`src/rtl/sram_key_pkg.sv`:
```
package sram_key_pkg;
  typedef enum logic [1:0] {HsIdle, HsReq, HsDrain} hs_state_e;
  localparam int unsigned LcWidth = 4;
  localparam logic [LcWidth-1:0] LcOffCode = 4'b1010;
endpackage

```
`src/rtl/key_hs_fsm.sv`:
```
module key_hs_fsm
  import sram_key_pkg::*;
(
  input  logic clk_i,
  input  logic rst_ni,
  input  logic start_i,
  input  logic abort_i,
  input  logic ack_i,
  output logic req_o,
  output logic idle_o,
  output logic done_o
);
  hs_state_e state_q, state_d;

  always_comb begin
    state_d = state_q;
    unique case (state_q)
      HsIdle:  if (start_i && !abort_i) state_d = HsReq;
      HsReq:   if (abort_i || ack_i) state_d = HsDrain;
      HsDrain: if (!ack_i) state_d = HsIdle;
      default: state_d = HsIdle;
    endcase
  end

  always_ff @(posedge clk_i or negedge rst_ni) begin
    if (!rst_ni) state_q <= HsIdle;
    else         state_q <= state_d;
  end

  assign req_o  = (state_q == HsReq);
  assign idle_o = (state_q == HsIdle);
  assign done_o = req_o && ack_i && !abort_i;

  // four-phase: once request is withdrawn it is not re-raised before ack drops
  p_no_reraise_r2: assert property (@(posedge clk_i) disable iff (!rst_ni)
    (state_q == HsDrain && ack_i) |=> !req_o);
endmodule

```
`src/rtl/key_store.sv`:
```
module key_store #(
  parameter int unsigned KeyW   = 128,
  parameter int unsigned NonceW = 64,
  parameter logic [KeyW-1:0]   DefKey   = '0,
  parameter logic [NonceW-1:0] DefNonce = '0
) (
  input  logic              clk_i,
  input  logic              rst_ni,
  input  logic              load_i,
  input  logic              wipe_i,
  input  logic [KeyW-1:0]   key_i,
  input  logic [NonceW-1:0] nonce_i,
  input  logic              seed_i,
  output logic [KeyW-1:0]   key_o,
  output logic [NonceW-1:0] nonce_o,
  output logic              seed_o
);
  always_ff @(posedge clk_i or negedge rst_ni) begin
    if (!rst_ni) begin
      key_o   <= DefKey;
      nonce_o <= DefNonce;
      seed_o  <= 1'b0;
    end else if (wipe_i) begin
      key_o   <= DefKey;
      nonce_o <= DefNonce;
      seed_o  <= 1'b0;
    end else if (load_i) begin
      key_o   <= key_i;
      nonce_o <= nonce_i;
      seed_o  <= seed_i;
    end
  end

  p_load_r3: assert property (@(posedge clk_i) disable iff (!rst_ni)
    (load_i && !wipe_i) |=> (key_o == $past(key_i) && nonce_o == $past(nonce_i)));
endmodule

```
`src/rtl/esc_ctrl.sv`:
```
module esc_ctrl #(
  parameter int unsigned LcW = 4,
  parameter logic [LcW-1:0] LcOff = '0
) (
  input  logic           clk_i,
  input  logic           rst_ni,
  input  logic [LcW-1:0] lc_esc_i,
  input  logic           integ_err_i,
  input  logic           cnt_err_i,
  output logic           esc_now_o,
  output logic           escalated_o,
  output logic           fatal_o
);
  assign esc_now_o = (lc_esc_i != LcOff) || integ_err_i || cnt_err_i;

  always_ff @(posedge clk_i or negedge rst_ni) begin
    if (!rst_ni) begin
      escalated_o <= 1'b0;
      fatal_o     <= 1'b0;
    end else begin
      if (esc_now_o)   escalated_o <= 1'b1;
      if (integ_err_i) fatal_o     <= 1'b1;
    end
  end

  p_esc_sticky_r6: assert property (@(posedge clk_i) disable iff (!rst_ni)
    escalated_o |=> escalated_o);
  p_fatal_sticky_r9: assert property (@(posedge clk_i) disable iff (!rst_ni)
    fatal_o |=> fatal_o);
  p_fatal_only_integ_r9: assert property (@(posedge clk_i) disable iff (!rst_ni)
    $rose(fatal_o) |-> $past(integ_err_i));
endmodule

```
`src/rtl/sram_key_ctrl.sv`:
```
module sram_key_ctrl
  import sram_key_pkg::*;
#(
  parameter int unsigned KeyW   = 128,
  parameter int unsigned NonceW = 64,
  parameter int unsigned LcW    = LcWidth,
  parameter logic [KeyW-1:0]   DefKey   = 128'h0f1e2d3c4b5a69788796a5b4c3d2e1f0,
  parameter logic [NonceW-1:0] DefNonce = 64'h5a5ac3c31234abcd,
  parameter logic [LcW-1:0]    LcOff    = LcOffCode
) (
  input  logic              clk_i,
  input  logic              rst_ni,
  input  logic              renew_i,
  input  logic              init_i,
  input  logic              lock_i,
  output logic              key_req_o,
  input  logic              key_ack_i,
  input  logic [KeyW-1:0]   key_i,
  input  logic [NonceW-1:0] nonce_i,
  input  logic              seed_i,
  input  logic [LcW-1:0]    lc_esc_i,
  input  logic              integ_err_i,
  input  logic              cnt_err_i,
  input  logic              bus_req_i,
  output logic              bus_gnt_o,
  output logic              bus_stall_o,
  output logic [KeyW-1:0]   key_o,
  output logic [NonceW-1:0] nonce_o,
  output logic              key_valid_o,
  output logic              seed_valid_o,
  output logic              escalated_o,
  output logic              fatal_integ_o,
  output logic              regwen_o,
  output logic              init_go_o
);
  logic esc_now, blocked, hs_idle, hs_done;
  logic renew_ok, init_ok;
  logic regwen_q, key_valid_q, init_wait_q, init_go_q;

  esc_ctrl #(.LcW(LcW), .LcOff(LcOff)) u_esc (
    .clk_i, .rst_ni,
    .lc_esc_i, .integ_err_i, .cnt_err_i,
    .esc_now_o   (esc_now),
    .escalated_o (escalated_o),
    .fatal_o     (fatal_integ_o)
  );

  assign blocked  = escalated_o || esc_now;
  assign renew_ok = renew_i && regwen_q && !blocked && hs_idle;
  assign init_ok  = init_i && regwen_q && !blocked;

  key_hs_fsm u_hs (
    .clk_i, .rst_ni,
    .start_i (renew_ok),
    .abort_i (blocked),
    .ack_i   (key_ack_i),
    .req_o   (key_req_o),
    .idle_o  (hs_idle),
    .done_o  (hs_done)
  );

  key_store #(.KeyW(KeyW), .NonceW(NonceW), .DefKey(DefKey), .DefNonce(DefNonce)) u_store (
    .clk_i, .rst_ni,
    .load_i  (hs_done),
    .wipe_i  (blocked),
    .key_i, .nonce_i, .seed_i,
    .key_o, .nonce_o,
    .seed_o  (seed_valid_o)
  );

  always_ff @(posedge clk_i or negedge rst_ni) begin
    if (!rst_ni) begin
      regwen_q    <= 1'b1;
      key_valid_q <= 1'b0;
      init_wait_q <= 1'b0;
      init_go_q   <= 1'b0;
    end else begin
      if (lock_i) regwen_q <= 1'b0;
      if (blocked)       key_valid_q <= 1'b0;
      else if (renew_ok) key_valid_q <= 1'b0;
      else if (hs_done)  key_valid_q <= 1'b1;
      // init waits for a fetch in flight, releases with the key load
      init_wait_q <= !blocked && !hs_done &&
                     (init_wait_q || (init_ok && (renew_ok || key_req_o)));
      init_go_q   <= !blocked &&
                     ((init_ok && !renew_ok && !key_req_o) ||
                      ((init_wait_q || init_ok) && hs_done));
    end
  end

  assign regwen_o    = regwen_q;
  assign key_valid_o = key_valid_q;
  assign init_go_o   = init_go_q;
  assign bus_gnt_o   = bus_req_i && !key_req_o && !blocked;
  assign bus_stall_o = bus_req_i && !bus_gnt_o;

  p_req_hold_r2: assert property (@(posedge clk_i) disable iff (!rst_ni)
    (key_req_o && !key_ack_i && !esc_now) |=> key_req_o);
  p_valid_set_r3: assert property (@(posedge clk_i) disable iff (!rst_ni)
    (key_req_o && key_ack_i && !esc_now) |=> (key_valid_o && !key_req_o));
  p_valid_clr_r4: assert property (@(posedge clk_i) disable iff (!rst_ni)
    (renew_i && regwen_o && !key_req_o && !escalated_o && !esc_now && !$past(key_req_o))
      |=> !key_valid_o);
  p_stall_r5: assert property (@(posedge clk_i) disable iff (!rst_ni)
    (key_req_o && bus_req_i) |-> (bus_stall_o && !bus_gnt_o));
  p_wipe_r6: assert property (@(posedge clk_i) disable iff (!rst_ni)
    esc_now |=> (key_o == DefKey && nonce_o == DefNonce && !key_valid_o && escalated_o));
  p_block_r8: assert property (@(posedge clk_i) disable iff (!rst_ni)
    escalated_o |-> (!bus_gnt_o && !key_req_o));
  p_lock_r10: assert property (@(posedge clk_i) disable iff (!rst_ni)
    !regwen_o |=> (!regwen_o && !$rose(key_req_o)));
  p_init_pulse_r11: assert property (@(posedge clk_i) disable iff (!rst_ni)
    init_go_o |-> !key_req_o);
endmodule

```
`config.mk`:
```
export PLATFORM = sky130hd
export DESIGN_NAME = sram_key_ctrl
export DESIGN_NICKNAME = d
export VERILOG_FILES = /design/src/rtl/sram_key_pkg.sv /design/src/rtl/key_hs_fsm.sv /design/src/rtl/key_store.sv /design/src/rtl/esc_ctrl.sv /design/src/rtl/sram_key_ctrl.sv
export SDC_FILE = /design/constraint.sdc
export NUM_CORES = 1
export LEC_CHECK = 0
export CAP_MARGIN = 0
export CORE_AREA = 2 2 158 160
export CTS_CLUSTER_SIZE = 10
export DETAILED_ROUTE_END_ITERATION = 12
export DIE_AREA = 0 0 160 162
export DONT_BUFFER_PORTS = 1
export GPL_TIMING_DRIVEN = 1
export PLACE_DENSITY = 0.45
export SETUP_SLACK_MARGIN = 0.05
export SYNTH_ARGS = -nofsm -noshare
export SYNTH_HDL_FRONTEND = slang
export SYNTH_HIERARCHICAL = 1
export SYNTH_SLANG_ARGS = --single-unit
```
`constraint.sdc`:
```
create_clock -name clk_i -period 4.3 [get_ports clk_i]
set_input_delay 0.43 -clock clk_i [delete_from_list [all_inputs] [get_ports clk_i]]
set_output_delay 0.43 -clock clk_i [all_outputs]
set_load 0.005 [all_outputs]
```
==> impl_metrics.py <==
metrics = {
    "outcome": {
        "status": "finished, violations left",
        "violations": "negative hold slack",
    },
    "timing": {
        "max_freq_mhz": 404.6,
        "maxSlewViolCount": 0,
        "min_period_ps": 2471,
        "fin_skew_ps": 5.378,
        "fin_hold_ws_ps": -378.8,
        "fin_tns_setup_ps": 0,
        "hold_viol_final": 201,
        "tightest_slew_ps": 909.4,
        "fin_crit_sh_pct": 57.47,
        "rsz0062_at_grt": "false",
        "worst_slew_margin_rel_pct": 39.37,
        "finalWorstSetupSlack_ps": 1829,
        "finalSetupViolCount": 0,
    },
    "synth": {
        "synth_top_cell_by_area": "dfrtp_1",
        "synth.top_cells.by_count": "105 x dfrtp_1, 103 x nor2_1, 98 x mux2i_1",
        "synth_edf_count": 0,
        "syn_area_mm2": 0.008562,
        "yosysUniqueCellTypes": 29,
        "synth-simple-area-share_pct": 13.23,
        "async_flop_share_pct": 100.0,
        "syn_inst": 671,
        "yosys-top-cells-area": "dfrtp_1 31%, dfstp_2 29%, mux2i_1 11%, a211o_1 9.7%, nor2b_1 5.3%",
        "synth.most_common_cell": "dfrtp_1",
        "syn-mean-instance-area_um2": 12.76,
        "synthFlopType": "dfrtp_1",
        "yosys.area.top_type_share_pct": 30.69,
        "synth_adder_area_share_pct": 0,
        "synth_seq_cells": 201,
        "synthXorXnorAreaFrac_pct": 0,
        "synth_compound_area_share_pct": 10.51,
        "syn_nets": 877,
        "yosysSeqAreaShare_pct": 60.15,
        "synth_warnings": 6,
        "muxShareOfSynthArea_pct": 11.46,
        "synth_top_family_by_area": "simple AND/OR/NAND/NOR gates",
    },
    "pwr": {
        "p_leak_nw": 3.147,
        "ir_drop_mv": 0.2354,
        "p_per_area_mw_per_mm2": 402.1,
        "power_mw": 3.770,
    },
    "global_routing": {
        "grt_usage_pct": 16.01,
        "antenna_found_initial": 0,
        "grt_pass1_wl_um": 32670,
        "grt_max_degree": 202,
        "grt_overflow": 0,
        "grt_pass1_vias": 5492,
    },
    "placed_design": {
        "dpl_worst_slack_ps": 1374,
        "routabilityCongestion": 0.7682,
        "io_buffers": 0,
        "hpwl_um": 14680,
        "dp.cells": 946,
        "postPlaceCellArea_mm2": 0.008642,
    },
    "floorplanning": {
        "dieWidth_um": 160,
        "initial_core_util_pct": 35.52,
        "num_rows": 57,
        "core_area_mm2": 0.02411,
        "die_h_um": 162,
        "dieArea_mm2": 0.02592,
        "pin_count": 407,
    },
    "clock_tree": {
        "numCtsBuffers": 24,
        "root_buffer": "clkbuf_16",
        "cts_tree": "done",
        "post_cts_buffers": 0,
        "ctsHtreeMaxLevel": 1,
        "cts-hold-fix-buffers": 1,
        "clockBufferDepth": 3,
        "insertion_delay_ps": 510,
        "clkSlewWorstSetupHoldPaths_ps": 60,
        "clock_sink_count": 201,
    },
    "route": {
        "post_drt_wl_per_cell_um": 21.94,
        "antenna_left": 0,
        "num_vias": 5077,
        "first_iter_violations": 284,
        "wl_um": 21720,
        "firstDrtPassIters": 6,
        "route.detailed.drc": 0,
        "avgViaCountPerCell": 5.128,
    },
    "finish": {
        "finalInstanceArea_mm2": 0.009376,
        "final_core_util_pct": 38.90,
        "finalNetCount": 855,
        "final_layout_size_suffix_gt1_share_pct": 20.42,
        "largest_reg_flops": 128,
        "syn_to_final_growth_pct": 9.513,
        "largestRegisters": "u_store/key_o: 128 flops, u_store/nonce_o: 64 flops, u_hs/state_q: 2 flops",
        "n_fill_cell": 2310,
        "top_register": "u_store/key_o",
        "n_antenna_cell": 0,
        "fin_cells": 990,
    },
    "job": {
        "cap_violations": 0,
    },
    "worst_setup_path": {
        "crit_path_end_kind": "register",
        "cp_max_fo": 155,
        "startpoint_type": "register",
        "arrival_ps": 2910,
        "crit_required_ps": 4740,
        "critPathKind": "register to register",
    },
    "hold_path": {
        "hp-class": "input port to async pin",
    },
}
[final timing paths]
kind / start / to / slack [ps] / cells past startpoint
worst max-delay path: u_esc/escalated_o$_DFFE_PN0P_ / u_store/nonce_o[62]$_DFFE_PN1P_ / 1830 / 5
worst min-delay path: rst_ni / u_store/key_o[125]$_DFFE_PN0P_ / -380 / 0
worst max register to register: u_esc/escalated_o$_DFFE_PN0P_ / u_store/nonce_o[62]$_DFFE_PN1P_ / 1830 / 5
worst min register to register: u_esc/fatal_o$_DFFE_PN0P_ / u_esc/fatal_o$_DFFE_PN0P_ / 500 / 1
max in group asynchronous: rst_ni / u_store/key_o[123]$_DFFE_PN1P_ / 4290 / 0
min in group clk_i: integ_err_i / u_esc/fatal_o$_DFFE_PN0P_ / 40 / 1
[routing by layer]
metal  vias up  track usage, %  share of wire, %
met5         -               0                 0
met2       293           28.04                50
met3        42           7.380                12
li1       2262               -                 -
met4         0           4.996               2.5
met1      2480           17.33                35
[kinds of logic after synthesis]
family / after synthesis
AOI/OAI and AO/OA: 102
buffers and inverters: 55
DFF: 201
muxes: 98
and+or+nand+nor: 215
[layout make-up]
class / instances / area (µm²) / share of cell area, %
flip-flops and latches: 201 / 5150 / 54.92
multi-input cells: 415 / 3020 / 32.21
clock buffers: 43 / 724.4 / 7.726
well taps: 324 / 405.4 / 4.323
repair buffers: 6 / 72.57 / 0.7740
inverters: 1 / 3.754 / 0.04003
[critical path: stages (launching register included)]
cell     delay, ps
dfrtp_1        420
or2_4          450
nor3_2         440
buf_12         490
and2b_1        260
a211o_1        260
[repair_timing]
item                       4_1_cts  5_1_grt
setup endpoints to repair        0        0
gates resized for setup          0        0
hold endpoints to repair       202      201
[cell usage in the layout (no fill, tap or decap), types with 2 or more instances in the layout]
master,n
dfrtp_1,105
nor2_1,103
mux2i_1,98
dfstp_2,96
a211o_1,95
nor2b_1,73
clkbuf_16,26
and2b_1,24
clkbuf_1,16
buf_4,3
nand3_1,2
nand3b_1,2
nor3b_1,2
buf_12,2
or2_2,2
nand2_1,2
[power by group]
group | switching (mW) | leakage, nW | internal (mW)
Clock | 0.740 | 0.346 | 1.13
Sequential | 0.0000000000000000150 | 2.47 | 1.90
Combinational | 0.000569 | 0.334 | 0.00522
Total | 0.741 | 3.15 | 3.03
Power figures use the tool's default switching activity.
